[config.mk]
export PLATFORM = sky130hd
export DESIGN_NAME = exec_unit
export DESIGN_NICKNAME = d
export VERILOG_FILES = /design/src/rtl/exec_pkg.sv /design/src/rtl/exec_alu.sv /design/src/rtl/exec_flags.sv /design/src/rtl/exec_cond.sv /design/src/rtl/exec_unit.sv
export SDC_FILE = /design/constraint.sdc
export NUM_CORES = 1
export LEC_CHECK = 0
export BUFFER_PORTS_ARGS = -buffer_cell sky130_fd_sc_hd__clkbuf_2
export CORE_MARGIN = 3
export CORE_UTILIZATION = 42
export DETAILED_ROUTE_END_ITERATION = 6
export GPL_TIMING_DRIVEN = 1
export PLACE_DENSITY = 0.65
export REMOVE_ABC_BUFFERS = 1
export SETUP_SLACK_MARGIN = 0.3
export SYNTH_ARGS = -nofsm -noshare
export SYNTH_HDL_FRONTEND = slang
export SYNTH_SLANG_ARGS = --single-unit
[constraint.sdc]
create_clock -name clk -period 3.35 [get_ports clk]
set_input_delay 0.1675 -clock clk [delete_from_list [all_inputs] [get_ports clk]]
set_output_delay 0.1675 -clock clk [all_outputs]
set_load 0.005 [all_outputs]
[src/rtl/exec_pkg.sv]
package exec_pkg;
    localparam int WORD_W = 32;
    localparam int SEL_W  = 4;

    typedef enum logic [SEL_W-1:0] {
        OP_ADD = 4'd0,
        OP_SUB = 4'd1,
        OP_AND = 4'd2,
        OP_XOR = 4'd3
    } op_e;

    typedef enum logic [SEL_W-1:0] {
        C_ALWAYS = 4'd0,
        C_LE     = 4'd1,
        C_LT     = 4'd2,
        C_EQ     = 4'd3,
        C_NE     = 4'd4,
        C_GE     = 4'd5,
        C_GT     = 4'd6
    } cond_e;

    typedef struct packed {
        logic zf;
        logic sf;
        logic of;
    } flags_t;

    localparam flags_t FLAGS_RESET = '{zf: 1'b1, sf: 1'b0, of: 1'b0};
endpackage

[src/rtl/exec_alu.sv]
module exec_alu
    import exec_pkg::*;
#(
    parameter int W = WORD_W
) (
    input  logic [W-1:0]     a,
    input  logic [W-1:0]     b,
    input  logic [SEL_W-1:0] sel,
    output logic [W-1:0]     y,
    output flags_t           nxt
);
    localparam int MSB = W - 1;

    logic [W-1:0] sum, diff;
    logic         ovf_add, ovf_sub;

    assign sum     = b + a;
    assign diff    = b - a;
    assign ovf_add = (a[MSB] == b[MSB]) && (sum[MSB] != b[MSB]);
    assign ovf_sub = (a[MSB] != b[MSB]) && (diff[MSB] != b[MSB]);

    always_comb begin
        y      = '0;
        nxt.of = 1'b0;
        unique case (sel)
            OP_ADD: begin y = sum;  nxt.of = ovf_add; end
            OP_SUB: begin y = diff; nxt.of = ovf_sub; end
            OP_AND: y = b & a;
            OP_XOR: y = b ^ a;
            default: y = '0;
        endcase
        nxt.zf = (y == '0);
        nxt.sf = y[MSB];
    end
endmodule

[src/rtl/exec_flags.sv]
module exec_flags
    import exec_pkg::*;
(
    input  logic   clk,
    input  logic   rst_n,
    input  logic   we,
    input  flags_t nxt,
    output flags_t cur
);
    typedef enum logic {
        T_HOLD    = 1'b0,
        T_CAPTURE = 1'b1
    } trans_e;

    trans_e trans;
    flags_t state_d;

    assign trans = we ? T_CAPTURE : T_HOLD;

    always_comb begin
        state_d = cur;
        unique case (trans)
            T_HOLD:    state_d = cur;
            T_CAPTURE: state_d = nxt;
            default:   state_d = cur;
        endcase
    end

    always_ff @(posedge clk) begin
        if (!rst_n) cur <= FLAGS_RESET;
        else        cur <= state_d;
    end
endmodule

[src/rtl/exec_cond.sv]
module exec_cond
    import exec_pkg::*;
(
    input  flags_t           f,
    input  logic [SEL_W-1:0] sel,
    output logic             take
);
    logic lt;
    assign lt = f.sf ^ f.of;

    always_comb begin
        take = 1'b0;
        unique case (sel)
            C_ALWAYS: take = 1'b1;
            C_LE:     take = lt | f.zf;
            C_LT:     take = lt;
            C_EQ:     take = f.zf;
            C_NE:     take = ~f.zf;
            C_GE:     take = ~lt;
            C_GT:     take = ~lt & ~f.zf;
            default:  take = 1'b0;
        endcase
    end
endmodule

[src/rtl/exec_unit.sv]
module exec_unit
    import exec_pkg::*;
#(
    parameter int W = WORD_W
) (
    input  logic             clk,
    input  logic             rst_n,
    input  logic [W-1:0]     opnd_a,
    input  logic [W-1:0]     opnd_b,
    input  logic [SEL_W-1:0] op_sel,
    input  logic             flag_we,
    input  logic [SEL_W-1:0] cond_sel,
    output logic [W-1:0]     result,
    output logic             flag_zf,
    output logic             flag_sf,
    output logic             flag_of,
    output logic             take
);
    flags_t nxt_flags, cur_flags;

    exec_alu #(.W(W)) u_alu (
        .a(opnd_a), .b(opnd_b), .sel(op_sel), .y(result), .nxt(nxt_flags)
    );

    exec_flags u_flags (
        .clk(clk), .rst_n(rst_n), .we(flag_we), .nxt(nxt_flags), .cur(cur_flags)
    );

    exec_cond u_cond (
        .f(cur_flags), .sel(cond_sel), .take(take)
    );

    assign flag_zf = cur_flags.zf;
    assign flag_sf = cur_flags.sf;
    assign flag_of = cur_flags.of;
endmodule

---- Yosys cells after proc, flatten, opt, wreduce, memory -nomap -nowiden ----
Index checks and enable logic that the tools add are counted.
operators by class
  add/subtract/negate cells ............... 2
  multipliers ............................. 0
  divide/modulo/power cells ............... 0
  $lt $le $gt $ge ......................... 0
  eq/ne operators ......................... 13
  shifts and indexed selects .............. 0
  mux-type cells .......................... 5
  bitwise operators ....................... 7
  reductions and logical operators ........ 5
operators with widths
  kind                                            count
  one-hot mux 32 bit (4 select lines)             1
  adder 32 bit                                    1
  bitwise AND 32 bit                              1
  zero test 32 bit                                1
  subtractor 32 bit                               1
  XOR 32 bit                                      1
  == test 4 x 2 -> 1 bit (second input constant)  4
  == test 4 x 3 -> 1 bit (second input constant)  3
  == test 4 x 1 -> 1 bit (second input constant)  2
  zero test 4 bit                                 2
  one-hot mux 1 bit (7 select lines)              1
  2-to-1 mux 3 bit                                1
  != test 1 bit                                   3
  logical AND 1 bit                               2
  inverter 1 bit                                  2
  one-hot mux 1 bit (2 select lines)              1
  bitwise AND 1 bit                               1
  == test 1 bit                                   1
  2-to-1 mux 1 bit                                1
  bitwise OR 1 bit                                1
  XOR 1 bit                                       1
word-level totals
  bits in registers ....................... 3
  latch bits .............................. 0
  RAM bits ................................ 0
  bits in read-only memories .............. 0
  input port bits ......................... 75
  output and inout bits ................... 36
  word-level logic and storage cells ...... 35
  memories kept ........................... 0

---- Longest topological paths before layout ----
  word-level depth ........................ 5
  depth in mapped cells ................... 15
  depth with buffers taken out ............ 14

---- Hierarchy ----
Synthesis repeated with hierarchy kept, for this count alone.
second synthesis, totals
  cell total of the unflattened synthesis .. 800
  area total of the unflattened synthesis .. 5172.5 um^2
modules (own cells, without submodules)
  module      times used  cells each  area an instance (um^2)  seq. area each (um^2)
  exec_alu    1           781         4984.8                   0.0
  exec_flags  1           9           106.4                    60.1
  exec_cond   1           10          81.3                     0.0

---- Worst setup path after synthesis ----
OpenSTA, ideal clock, no wires.
  path type ............................... input to register
  from .................................... input port opnd_b[0]
  to ...................................... register u_flags.cur[2] (netlist bit)
  setup time .............................. 0.084 ns
  data arrival time ....................... 3.384 ns
  data required time ...................... 3.266 ns
  path slack .............................. -0.118 ns
  stages on the path ...................... 14
  buffers on the path ..................... 0
  path through ............................ inv_1 -> ha_1 -> fa_1 -> nand2b_4 -> a21oi_2 -> or3_1 -> a221o_1 -> a22o_1 -> or4b_1 -> or4_1 -> or4_1 -> nor4_2 -> nand4_1 -> o31ai_2
between the ends
  cells in the longest elaborated chain, start to end .. 4
  elaborated cells between the ends (all ways) .. 7
ends and longest elaborated chain
  what                                               RTL line                        text
  start, declared                                    exec_unit.sv:9                  input logic [W-1:0] opnd_b,
  subtractor 32 bit or adder 32 bit (tied branches)  exec_alu.sv:18, exec_alu.sv:17
  one-hot mux 32 bit (4 select lines) (*)            exec_alu.sv:25                  unique case (sel)
  via result[4]                                      exec_unit.sv:13                 output logic [W-1:0] result,
  zero test 32 bit (*)                               exec_alu.sv:32                  nxt.zf = (y == '0);
  2-to-1 mux 3 bit (*)                               exec_flags.sv:22                unique case (trans)
  end signal, assigned                               exec_flags.sv:31                else cur <= state_d;
  end, declared                                      exec_flags.sv:8                 output flags_t cur
Mark *: on every way through the listed nets, which the timed path passes. The rest lies on a longest branch. The select of a mux whose other input is x is not followed.
A chain may end at the register's enable or synchronous reset.

---- Worst setup path after layout ----
  from .................................... input port opnd_b[0]
  to ...................................... register u_flags.cur[2] (netlist bit)
between the ends
  cells in the longest elaborated chain, start to end .. 4
  elaborated cells between the ends (all ways) .. 7
ends and longest elaborated chain
  what                                             RTL line          text
  subtractor 32 bit, or another cell as far along  exec_alu.sv:18    assign diff = b - a;
  one-hot mux 32 bit (4 select lines) (*)          exec_alu.sv:25
  zero test 32 bit (*)                             exec_alu.sv:32
  2-to-1 mux 3 bit (*)                             exec_flags.sv:22
Mark *: on every way between the ends. The rest lies on a longest branch, timed or not. The select of a mux whose other input is x is not followed.

==> results.sh <==
export IMPL_hold_path_class="in2reg"
export IMPL_cellLeakagePower_nw=3.68
export IMPL_largest_reg_flops=3
export IMPL_regMostFlops="u_flags.cur"
export IMPL_finalSetupViolations=1
export IMPL_avgRoutedWirePerCell_um=18.6
export IMPL_violations="negative setup slack"
export IMPL_period_minus_slack_ns=3.39
export IMPL_syn_inst=802
export IMPL_rows=39
export IMPL_synth_most_common_cell="nor2_1"
export IMPL_antenna_found_initial=0
export IMPL_synth_avg_cell_area_um2=6.32
export IMPL_synth_main_ff_cell="dfxtp_1"
export IMPL_cp_data_required_time_ns=3.50
export IMPL_diodes=0
export IMPL_yosys_top_cells_count="nor2_1, a21oi_1, nand2_1"
export IMPL_start_util_pct=43.7
export IMPL_setup_ws_ns=-0.0367
export IMPL_worstSetupEndpointType="flip-flop"
export IMPL_yosys_area_top_type_share_pct=15.8
export IMPL_worst_pin_slew_ns=0.717
export IMPL_ant_nets=0
export IMPL_ys_seq_elements=3
export IMPL_synthToLayoutAreaGrowth_pct=58.8
export IMPL_synth_edf_count=0
export IMPL_hold_buffers=0
export IMPL_grt_usage_pct=31.2
export IMPL_vias=7538
export IMPL_route_detailed_drc=0
export IMPL_cts_buffers=3
export IMPL_dp_cells=1188
export IMPL_port_buffers=110
export IMPL_core_area_um2=11600
export IMPL_synth_top_cell_by_area="ha_1"
export IMPL_drtIter0Drc=763
export IMPL_reg_largest_list="u_flags.cur x3"
export IMPL_status="finished, violations left"
export IMPL_arrival_ns=3.53
export IMPL_routed_wl_mm=22.6
export IMPL_period_share_pct=101
export IMPL_die_area_um2=13400
export IMPL_synth_area_top_cells="ha_1, a21oi_1, nor2_1, nand2_1, o21ai_0"
export IMPL_clock_sinks=3
export IMPL_hold_slack_ns=0.195
export IMPL_cp_max_fo=2
export IMPL_critPathKind="in2reg"
export IMPL_clkTransAtPathRegs_ns=0.03
export IMPL_clock_fmax_mhz=295
export IMPL_insertion_delay_ns=0.23
export IMPL_grt_max_degree=29
export IMPL_gp_routability_congestion=0.974
export IMPL_layout_nets=1217
export IMPL_synth_cell_type_count=76
export IMPL_hold_viol_final=0
export IMPL_ios=111
export IMPL_synth_warnings=0
export IMPL_irDropWorstVdd_mv=0.145
export IMPL_slew_viol_final=0
export IMPL_fp_dieW_um=116
export IMPL_final_instance_count_excl_fill=1218
export IMPL_skew_ns=0
export IMPL_cts_root_buf="clkbuf_16"
export IMPL_grt_remaining_overflow=0
export IMPL_relSlewSlack_pct=51.7
export IMPL_clock_path_buffers=2
export IMPL_cp_start_kind="input port"
export IMPL_pwr_density_cell_nw_per_um2=213
export IMPL_fp_dieH_um=116
export IMPL_dpl_hpwl_mm=17.1
export IMPL_htree_num_levels=1
export IMPL_ys_async_sr_fraction_pct=0
export IMPL_via_per_inst=6.19
export IMPL_cts_tree="done"
export IMPL_dr_pass1_iters=6
export IMPL_syn_area_um2=5070
export IMPL_cap_viol_max_count=0
export IMPL_drive_gt1_share_pct=40.3
export IMPL_grt_pass1_vias=6864
export IMPL_grt_pass1_wl_mm=34.0
export IMPL_synth_seq_area_share_pct=1.18
export IMPL_rsz0062_at_grt="yes"
[per-stage QoR]
| stage | instance area, um2 | setup WS [ns] | setup TNS, ns | total power [mW] | utilization (%) |
|---|---|---|---|---|---|
| after global placement | 6960 | -0.394 | -1.17 | 1.25 | 59.9 |
| final | 8060 | -0.0367 | -0.0367 | 1.72 | 69.4 |
| after CTS | 7410 | -0.0750 | -0.0750 | 1.53 | 63.8 |
| after detailed placement | 6960 | -0.462 | -1.50 | 1.25 | 59.9 |
| after global routing | 8060 | -0.138 | -0.138 | 1.83 | 69.4 |
| after floorplan | 4870 | -0.134 | -0.134 | 0.680 | - |
[timing repair]
action | in CTS | in global routing
resized for setup | 72 | 105
setup buffers | 7 | 19
pin swaps | 27 | 60
endpoints found under the setup margin | 20 | 20
hold endpoints to repair | 0 | 0
[cell type report]
type | count | area, um2
Fill cell | 1000 | 3560
Tap cell | 143 | 179
Timing Repair Buffer | 314 | 2230
Clock buffer | 4 | 78.8
Sequential cell | 3 | 60.1
Multi-Input combinational cell | 683 | 5230
Inverter | 71 | 278
[power breakdown]
group	internal, mW	switching (mW)
clock	0.158	0.0385
combinational	0.692	0.787
sequential	0.0384	0.00287
total	0.888	0.829
[worst max-delay path, cell delays in order]
cell	delay, ns
buf_8	0.10
inv_4	0.05
ha_4	0.12
fa_2	0.19
nand2b_4	0.14
a21oi_2	0.05
or3_4	0.36
a221o_1	0.32
a22o_1	0.20
or4b_4	0.53
or4_4	0.42
or4_4	0.44
nor4_4	0.13
nand4_1	0.12
o31ai_2	0.18
[per-layer routing]
layer  track usage [%]  vias to the layer above  routed length, um
met5                 0                        -                  0
met2              52.1                      459              10500
met3              3.24                       82               2260
met4              9.51                        0                808
met1              42.2                     3467               9080
li1                  -                     3530                  -
[cell families after synthesis]
logic type	after synthesis	synth area share, %
fa+ha+maj	66	16.6
xor+xnor	14	2.42
mux	15	3.31
simple gates	292	28.2
compound gates	296	39.1
flops	3	1.18
buf+inv	116	9.20
[cell usage in the layout, fill, tap and decap left out, types with 11 or more instances in the layout]
cell type	count
xnor2_1	13
a211oi_1	16
nor2_1	78
nor3_1	26
o211ai_1	17
nand2_1	72
o21bai_1	12
a21oi_1	66
o31ai_1	11
a21o_1	12
inv_1	63
clkbuf_2	99
o21ai_0	42
buf_4	187
ha_1	48
buf_6	24
nand3_1	23
ha_4	14
[worst paths after layout]
kind	end	slack [ns]	start	cells after the start
setup / recovery	u_flags.cur[2]$_SDFFE_PN1P_	-0.04	opnd_b[0]	15
hold reg to reg	u_flags.cur[0]$_SDFFE_PN0P_	0.55	u_flags.cur[0]$_SDFFE_PN0P_	2
setup reg to reg	u_flags.cur[2]$_SDFFE_PN1P_	2.40	u_flags.cur[2]$_SDFFE_PN1P_	2
hold / removal	u_flags.cur[0]$_SDFFE_PN0P_	0.19	flag_we	2
No activity file was read; power rests on OpenSTA's default activity.
